<file path="src/rtl/tkwd_pkg.sv">
package tkwd_pkg;
  localparam int BYTE_W      = 8;
  localparam int RES_W       = 2;
  localparam int MULT_W      = 5;
  localparam int RES_N       = 1 << RES_W;
  localparam int SHIFT_MAX   = 2 * (RES_N - 1);
  localparam int CNT_W       = MULT_W + SHIFT_MAX;
  localparam int STEER_BIT   = 7;
  localparam int FLAG_BIT    = 7;
  localparam int CTL_CLR_BIT = 6;
  typedef logic [CNT_W-1:0] ticks_t;
endpackage

</file>
<file path="src/rtl/tk_wd_decode.sv">
module tk_wd_decode
  import tkwd_pkg::*;
(
  input  logic [MULT_W+RES_W-1:0] cfg,
  output ticks_t                  interval
);
  logic [MULT_W-1:0] mult;
  logic [RES_W-1:0]  res;
  ticks_t            opt [RES_N];

  assign mult = cfg[MULT_W+RES_W-1:RES_W];
  assign res  = cfg[RES_W-1:0];

  for (genvar r = 0; r < RES_N; r++) begin : g_res
    assign opt[r] = ticks_t'(mult) << (2 * r);
  end

  assign interval = opt[res];

  always_comb begin
    if (mult == '0) begin
      a_zero_mult_r4 : assert (interval == '0);
    end
  end
endmodule

</file>
<file path="src/rtl/tk_wd_counter.sv">
module tk_wd_counter
  import tkwd_pkg::*;
(
  input  logic   clk,
  input  logic   rst_n,
  input  logic   load,
  input  ticks_t load_val,
  input  logic   tick,
  output logic   expire
);
  localparam ticks_t MAX_CNT = ticks_t'(((1 << MULT_W) - 1) << SHIFT_MAX);

  ticks_t count_q, count_d;
  logic   cnt_en;

  assign cnt_en = load || (tick && (count_q != '0));
  assign expire = tick && !load && (count_q == ticks_t'(1));

  always_comb begin
    count_d = count_q;
    if (load) begin
      count_d = load_val;
    end else if (tick && (count_q != '0)) begin
      count_d = count_q - ticks_t'(1);
    end
  end

  always_ff @(posedge clk or negedge rst_n) begin
    if (!rst_n) begin
      count_q <= '0;
    end else if (cnt_en) begin
      count_q <= count_d;
    end
  end

  p_hold_r3 : assert property (@(posedge clk) disable iff (!rst_n)
    (!load && !tick) |=> $stable(count_q));
  p_range_r3 : assert property (@(posedge clk) disable iff (!rst_n)
    count_q <= MAX_CNT);
  p_stop_r9 : assert property (@(posedge clk) disable iff (!rst_n)
    expire |=> (count_q == '0));
endmodule

</file>
<file path="src/rtl/tk_wd_action.sv">
module tk_wd_action
  import tkwd_pkg::*;
(
  input  logic              clk,
  input  logic              rst_n,
  input  logic              wd_wr_en,
  input  logic [BYTE_W-1:0] wd_wr_data,
  input  logic              flg_rd_en,
  input  logic              flg_wr_en,
  input  logic              ctl_wr_en,
  input  logic [BYTE_W-1:0] ctl_wr_data,
  input  logic              expire,
  output logic [BYTE_W-1:0] wd_q,
  output logic [BYTE_W-1:0] ctl_q,
  output logic              flag_q,
  output logic              irq_q,
  output logic              rst_req_q
);
  logic [BYTE_W-1:0] wd_d, ctl_d;
  logic              flag_d, irq_d, rst_req_d;

  always_comb begin
    wd_d      = wd_q;
    ctl_d     = ctl_q;
    flag_d    = flag_q;
    irq_d     = 1'b0;
    rst_req_d = 1'b0;
    if (ctl_wr_en) begin
      ctl_d = ctl_wr_data;
    end
    if (wd_wr_en) begin
      wd_d   = wd_wr_data;
      flag_d = 1'b0;
    end else if (flg_rd_en) begin
      flag_d = 1'b0;
    end
    if (expire) begin
      flag_d = 1'b1;
      if (wd_q[STEER_BIT]) begin
        wd_d               = '0;
        ctl_d[CTL_CLR_BIT] = 1'b0;
        rst_req_d          = 1'b1;
      end else begin
        irq_d = 1'b1;
      end
    end
  end

  always_ff @(posedge clk or negedge rst_n) begin
    if (!rst_n) begin
      wd_q      <= '0;
      ctl_q     <= '0;
      flag_q    <= 1'b0;
      irq_q     <= 1'b0;
      rst_req_q <= 1'b0;
    end else begin
      wd_q      <= wd_d;
      ctl_q     <= ctl_d;
      flag_q    <= flag_d;
      irq_q     <= irq_d;
      rst_req_q <= rst_req_d;
    end
  end

  p_rst_pulse_r5 : assert property (@(posedge clk) disable iff (!rst_n)
    rst_req_q |=> !rst_req_q);
  p_rst_clears_r5 : assert property (@(posedge clk) disable iff (!rst_n)
    rst_req_q |-> (flag_q && (wd_q == '0) && !ctl_q[CTL_CLR_BIT]));
  p_irq_pulse_r6 : assert property (@(posedge clk) disable iff (!rst_n)
    irq_q |=> !irq_q);
  p_excl_r6 : assert property (@(posedge clk) disable iff (!rst_n)
    !(irq_q && rst_req_q));
  p_irq_flag_r6 : assert property (@(posedge clk) disable iff (!rst_n)
    irq_q |-> flag_q);
  p_read_clears_r7 : assert property (@(posedge clk) disable iff (!rst_n)
    (flg_rd_en && !expire) |=> !flag_q);
  p_flag_wr_ignored_r8 : assert property (@(posedge clk) disable iff (!rst_n)
    (flg_wr_en && !wd_wr_en && !flg_rd_en && !expire) |=> $stable(flag_q));
endmodule

</file>
<file path="src/rtl/tk_watchdog.sv">
module tk_watchdog
  import tkwd_pkg::*;
(
  input  logic        clk,
  input  logic        rst_n,
  input  logic        tick,
  input  logic        wd_wr_en,
  input  logic [7:0]  wd_wr_data,
  input  logic        flg_rd_en,
  input  logic        flg_wr_en,
  input  logic        ctl_wr_en,
  input  logic [7:0]  ctl_wr_data,
  output logic [7:0]  wd_q,
  output logic [7:0]  ctl_q,
  output logic [7:0]  flags_q,
  output logic        irq,
  output logic        rst_req
);
  logic                     reload;
  logic [MULT_W+RES_W-1:0]  cfg_sel;
  ticks_t                   interval;
  logic                     expire;
  logic                     flag;

  assign reload  = wd_wr_en || flg_rd_en;
  assign cfg_sel = wd_wr_en ? wd_wr_data[MULT_W+RES_W-1:0] : wd_q[MULT_W+RES_W-1:0];

  tk_wd_decode u_decode (
    .cfg      (cfg_sel),
    .interval (interval)
  );

  tk_wd_counter u_counter (
    .clk      (clk),
    .rst_n    (rst_n),
    .load     (reload),
    .load_val (interval),
    .tick     (tick),
    .expire   (expire)
  );

  tk_wd_action u_action (
    .clk         (clk),
    .rst_n       (rst_n),
    .wd_wr_en    (wd_wr_en),
    .wd_wr_data  (wd_wr_data),
    .flg_rd_en   (flg_rd_en),
    .flg_wr_en   (flg_wr_en),
    .ctl_wr_en   (ctl_wr_en),
    .ctl_wr_data (ctl_wr_data),
    .expire      (expire),
    .wd_q        (wd_q),
    .ctl_q       (ctl_q),
    .flag_q      (flag),
    .irq_q       (irq),
    .rst_req_q   (rst_req)
  );

  always_comb begin
    flags_q           = '0;
    flags_q[FLAG_BIT] = flag;
  end
endmodule

</file>
<file path="config.mk">
export PLATFORM = sky130hd
export DESIGN_NAME = tk_watchdog
export DESIGN_NICKNAME = d
export VERILOG_FILES = /design/src/rtl/tkwd_pkg.sv /design/src/rtl/tk_wd_decode.sv /design/src/rtl/tk_wd_counter.sv /design/src/rtl/tk_wd_action.sv /design/src/rtl/tk_watchdog.sv
export SDC_FILE = /design/constraint.sdc
export NUM_CORES = 1
export LEC_CHECK = 0
export ABC_AREA = 1
export CORE_MARGIN = 2
export CORE_UTILIZATION = 45
export DETAILED_ROUTE_END_ITERATION = 12
export PLACE_DENSITY = 0.77
export SLEW_MARGIN = 20
export SYNTH_ARGS = -nofsm -noshare
export SYNTH_HDL_FRONTEND = slang
export SYNTH_SLANG_ARGS = --single-unit
</file>
<file path="constraint.sdc">
create_clock -name clk -period 1.87 [get_ports clk]
set_input_delay 0.4675 -clock clk [delete_from_list [all_inputs] [get_ports clk]]
set_output_delay 0.4675 -clock clk [all_outputs]
set_load 0.005 [all_outputs]
</file>
==> summary.txt <==
Status
  • Status: finished, final reports clean

Placed design
  • Number of cells in the design after placement: 337
  • IO buf count: 40
  • Placer Congestion: 0.917
  • Final HPWL DP: between 3000 and 4000 um
  • Dpl ws: -0.175 ns

Layout
  • Share of post-route cells with drive strength above 1: 19.6%
  • Area taken by multi-input logic gates: about 840 um^2
  • Final cell utilization of the core: between 60% and 70%
  • Sequential Area: 751 um^2
  • Cell Count, Final, Fillers Out: 344
  • P&R area growth vs syn: 37.6%
  • Fill count: 333
  • Final net count: around 320
  • Antenna cells: 0

Clock tree
  • Htree depth: 2
  • Clk sink count: 30
  • Max Root-Sink Buffers: 2
  • Total CTS buffers: 5
  • Clk_lat worst skew: between 0.2 and 0.3 ns
  • Root buffer cell: clkbuf_8
  • Post CTS Setup Buffer Count: 0
  • Clk slew on worst S/H paths: roughly 0.060 ns
  • CTS tree: done

Synthesis
  • #FFs+latches synth: 30
  • Number of synthesized flops with an enable pin: 0
  • Area leader, netlist: dfrtp_1
  • Register area share after synthesis: 42.2%
  • Most common cell in the synthesized netlist: nand2_1
  • Synth area leaders: dfrtp_1 (42%), nand2_1 (16%), nand3_1 (7.0%)
  • Syn_area_per_cell: 7.58 um^2
  • Post-synthesis cell count: 235
  • Async S/R FF share, synth: 100%
  • Post-synth cell types: 30
  • Top-area cell type share of the netlist area: 42.2%
  • Synthesized cell area: between 1500 and 2000 um^2
  • Ys Warns: 0
  • Synth cell count leaders: nand2_1 (75), dfrtp_1 (30), inv_1 (26)
  • Post-synth top flop: dfrtp_1

Global routing
  • Grt total ovfl: 0
  • Pin count of the biggest net entering global routing: 31
  • Initial antenna violation count: 0
  • First-pass GRT wire length: 7000 um
  • Global-route usage over all layers: 21.2%
  • Vias in the first global route: 1580

Timing
  • RSZ-0062 raised after global routing: no
  • Fmax: just under 600 MHz
  • Setup WS post-layout: between 0.15 and 0.2 ns
  • Setup violators final: 0
  • Final hold vios: 0
  • Final min period: 1.68 ns
  • Slew Limit Fails: 0
  • Fin crit share: about nine tenths
  • Hold WS: a little under 0.5 ns
  • Final Skew: 0.00391 ns
  • Setup TNS: 0 ns

Setup path
  • Critical Path Sink Type: output pin
  • Worst path arrival time: 1.21 ns
  • Kind of cell adding the most delay to the critical path: buffers and inverters
  • Largest stage delay, worst path: 0.53 ns
  • CP Buf/Inv Count: 1
  • Crit-path max FO: 4
  • Worst R2R Path Depth: 10
  • Critical path type: reg2out
  • Critical path, cell by cell: clkdlybuf4s50_1
  • WP data required: 1.40 ns
  • Critical Path Source: u_action.wd_q[7]$_DFF_PN0_
  • CP max-delay cell: clkdlybuf4s50_1
  • WP depth: 1
  • Startpoint Class: flop
  • Reg-to-Reg Start: u_counter.count_q[1]$_DFFE_PN0P_

Min path
  • Hold Path Depth: 1
  • Worst Hold Launch: u_action.flag_q$_DFFE_PN0P_
  • Hold crit path type: reg2reg

Routing
  • DRT Wirelength: 4150 um
  • Vias/cell: around 4.7
  • Residual DRC: 0
  • Routed vias: 1630
  • ANT nets after route: 0
  • Drt wl/cell: 12.1 um
  • TritonRoute pass-1 iters: 4
  • DRT iter0 DRCs: 120

Floorplanning
  • Die width: roughly 67 um
  • Die Y: 66.9 um
  • Starting Density: between 40% and 50%
  • DIE AREA: between 4000 and 5000 um^2
  • Row count: 22
  • Core area: 3740 um^2
  • Top-level I/O count: 49

Power and ir drop
  • PD cells: 824 nW/um^2
  • Lkg Pwr: 0.00127 uW
  • Max VDD drop: 0.539 mV

Job
  • MaxCap Viol Count: 0
layer usage:
| metal | share of wire, % | routed length [um] | GRT usage, % | vias to the layer above |
|---|---|---|---|---|
| met5 | 0 | 0 | 0 | - |
| met4 | 1.8 | 76 | 8.67 | 0 |
| met3 | 5.8 | 239 | 4.05 | 6 |
| met2 | 48 | 2010 | 35.5 | 54 |
| met1 | 44 | 1820 | 26.7 | 731 |
| li1 | - | - | - | 839 |
repair_timing:
item                       4_1_cts  5_1_grt
hold buffers                     0        0
gates resized for setup          0        1
setup endpoints to repair        0        7
power by group:
group          switching [uW]  internal [uW]
clock network             241            426
logic                     311            264
registers                56.1            721
through the flow:
step           cell area, um^2  total power (uW)
6_report                  2450              2020
5_1_grt                   2450              2140
4_1_cts                   2450              2030
3_5_place_dp              2330              1360
3_3_place_gp              2330              1340
2_1_floorplan             1800              1120
cells in the final DEF, fill, tap and decap left out, drive strengths merged, types with 7 or more instances in the layout:
cell type,count
nand2,80
clkdlybuf4s50,39
inv,31
dfrtp,30
nand3,26
nor2,22
buf,20
o21ai,11
mux2,8
conb,7
sequential cells by signal, indices dropped and copies added (netlist names):
register            cells
u_action.flag_q         1
u_action.rst_req_q      1
u_action.wd_q           8
u_counter.count_q      11
u_action.irq_q          1
u_action.ctl_q          8
cell type report:
class	instances	share of cell area (%)
multi-input cells	166	34.1
flip-flops and latches	30	30.6
repair buffers	60	23.1
inverters	33	5.11
clock buffers	6	3.37
well taps	48	2.45
clock inverters	1	1.23
kinds of logic (layout without fill, tap and decap cells):
family                   after synthesis  in the layout  share of synthesized area, %
AND/OR/NAND/NOR                      135            135                          33.7
buffers and inverters                 45            100                          12.2
flip-flops                            30             30                          42.2
AO/OA/AOI/OAI                         14             14                          5.27
multiplexers                           8              8                          5.06
adder cells (fa/ha/maj)                2              2                          1.41
other                                  1              7                         0.211
worst paths after layout:
kind,endpoint,slack [ns]
worst max-delay path,wd_q[7],0.19
worst min-delay path,u_action.flag_q$_DFFE_PN0P_,0.48
worst max register to register,u_counter.count_q[2]$_DFFE_PN0P_,0.24
worst min register to register,u_action.flag_q$_DFFE_PN0P_,0.48
max in group asynchronous,u_counter.count_q[2]$_DFFE_PN0P_,1.02
min in group asynchronous,u_counter.count_q[5]$_DFFE_PN0P_,0.57
worst register-to-register path, stage by stage, from the launching register on:
cell and delay (ns):
dfrtp_1 0.38, inv_1 0.12, ha_1 0.19, nand2_1 0.11
clkinv_2 0.10, nand2_2 0.07, o21ai_2 0.17, nand2_2 0.10
buf_12 0.16, nand2_1 0.06, o21ai_1 0.06
(Power assumes the default switching activity.)
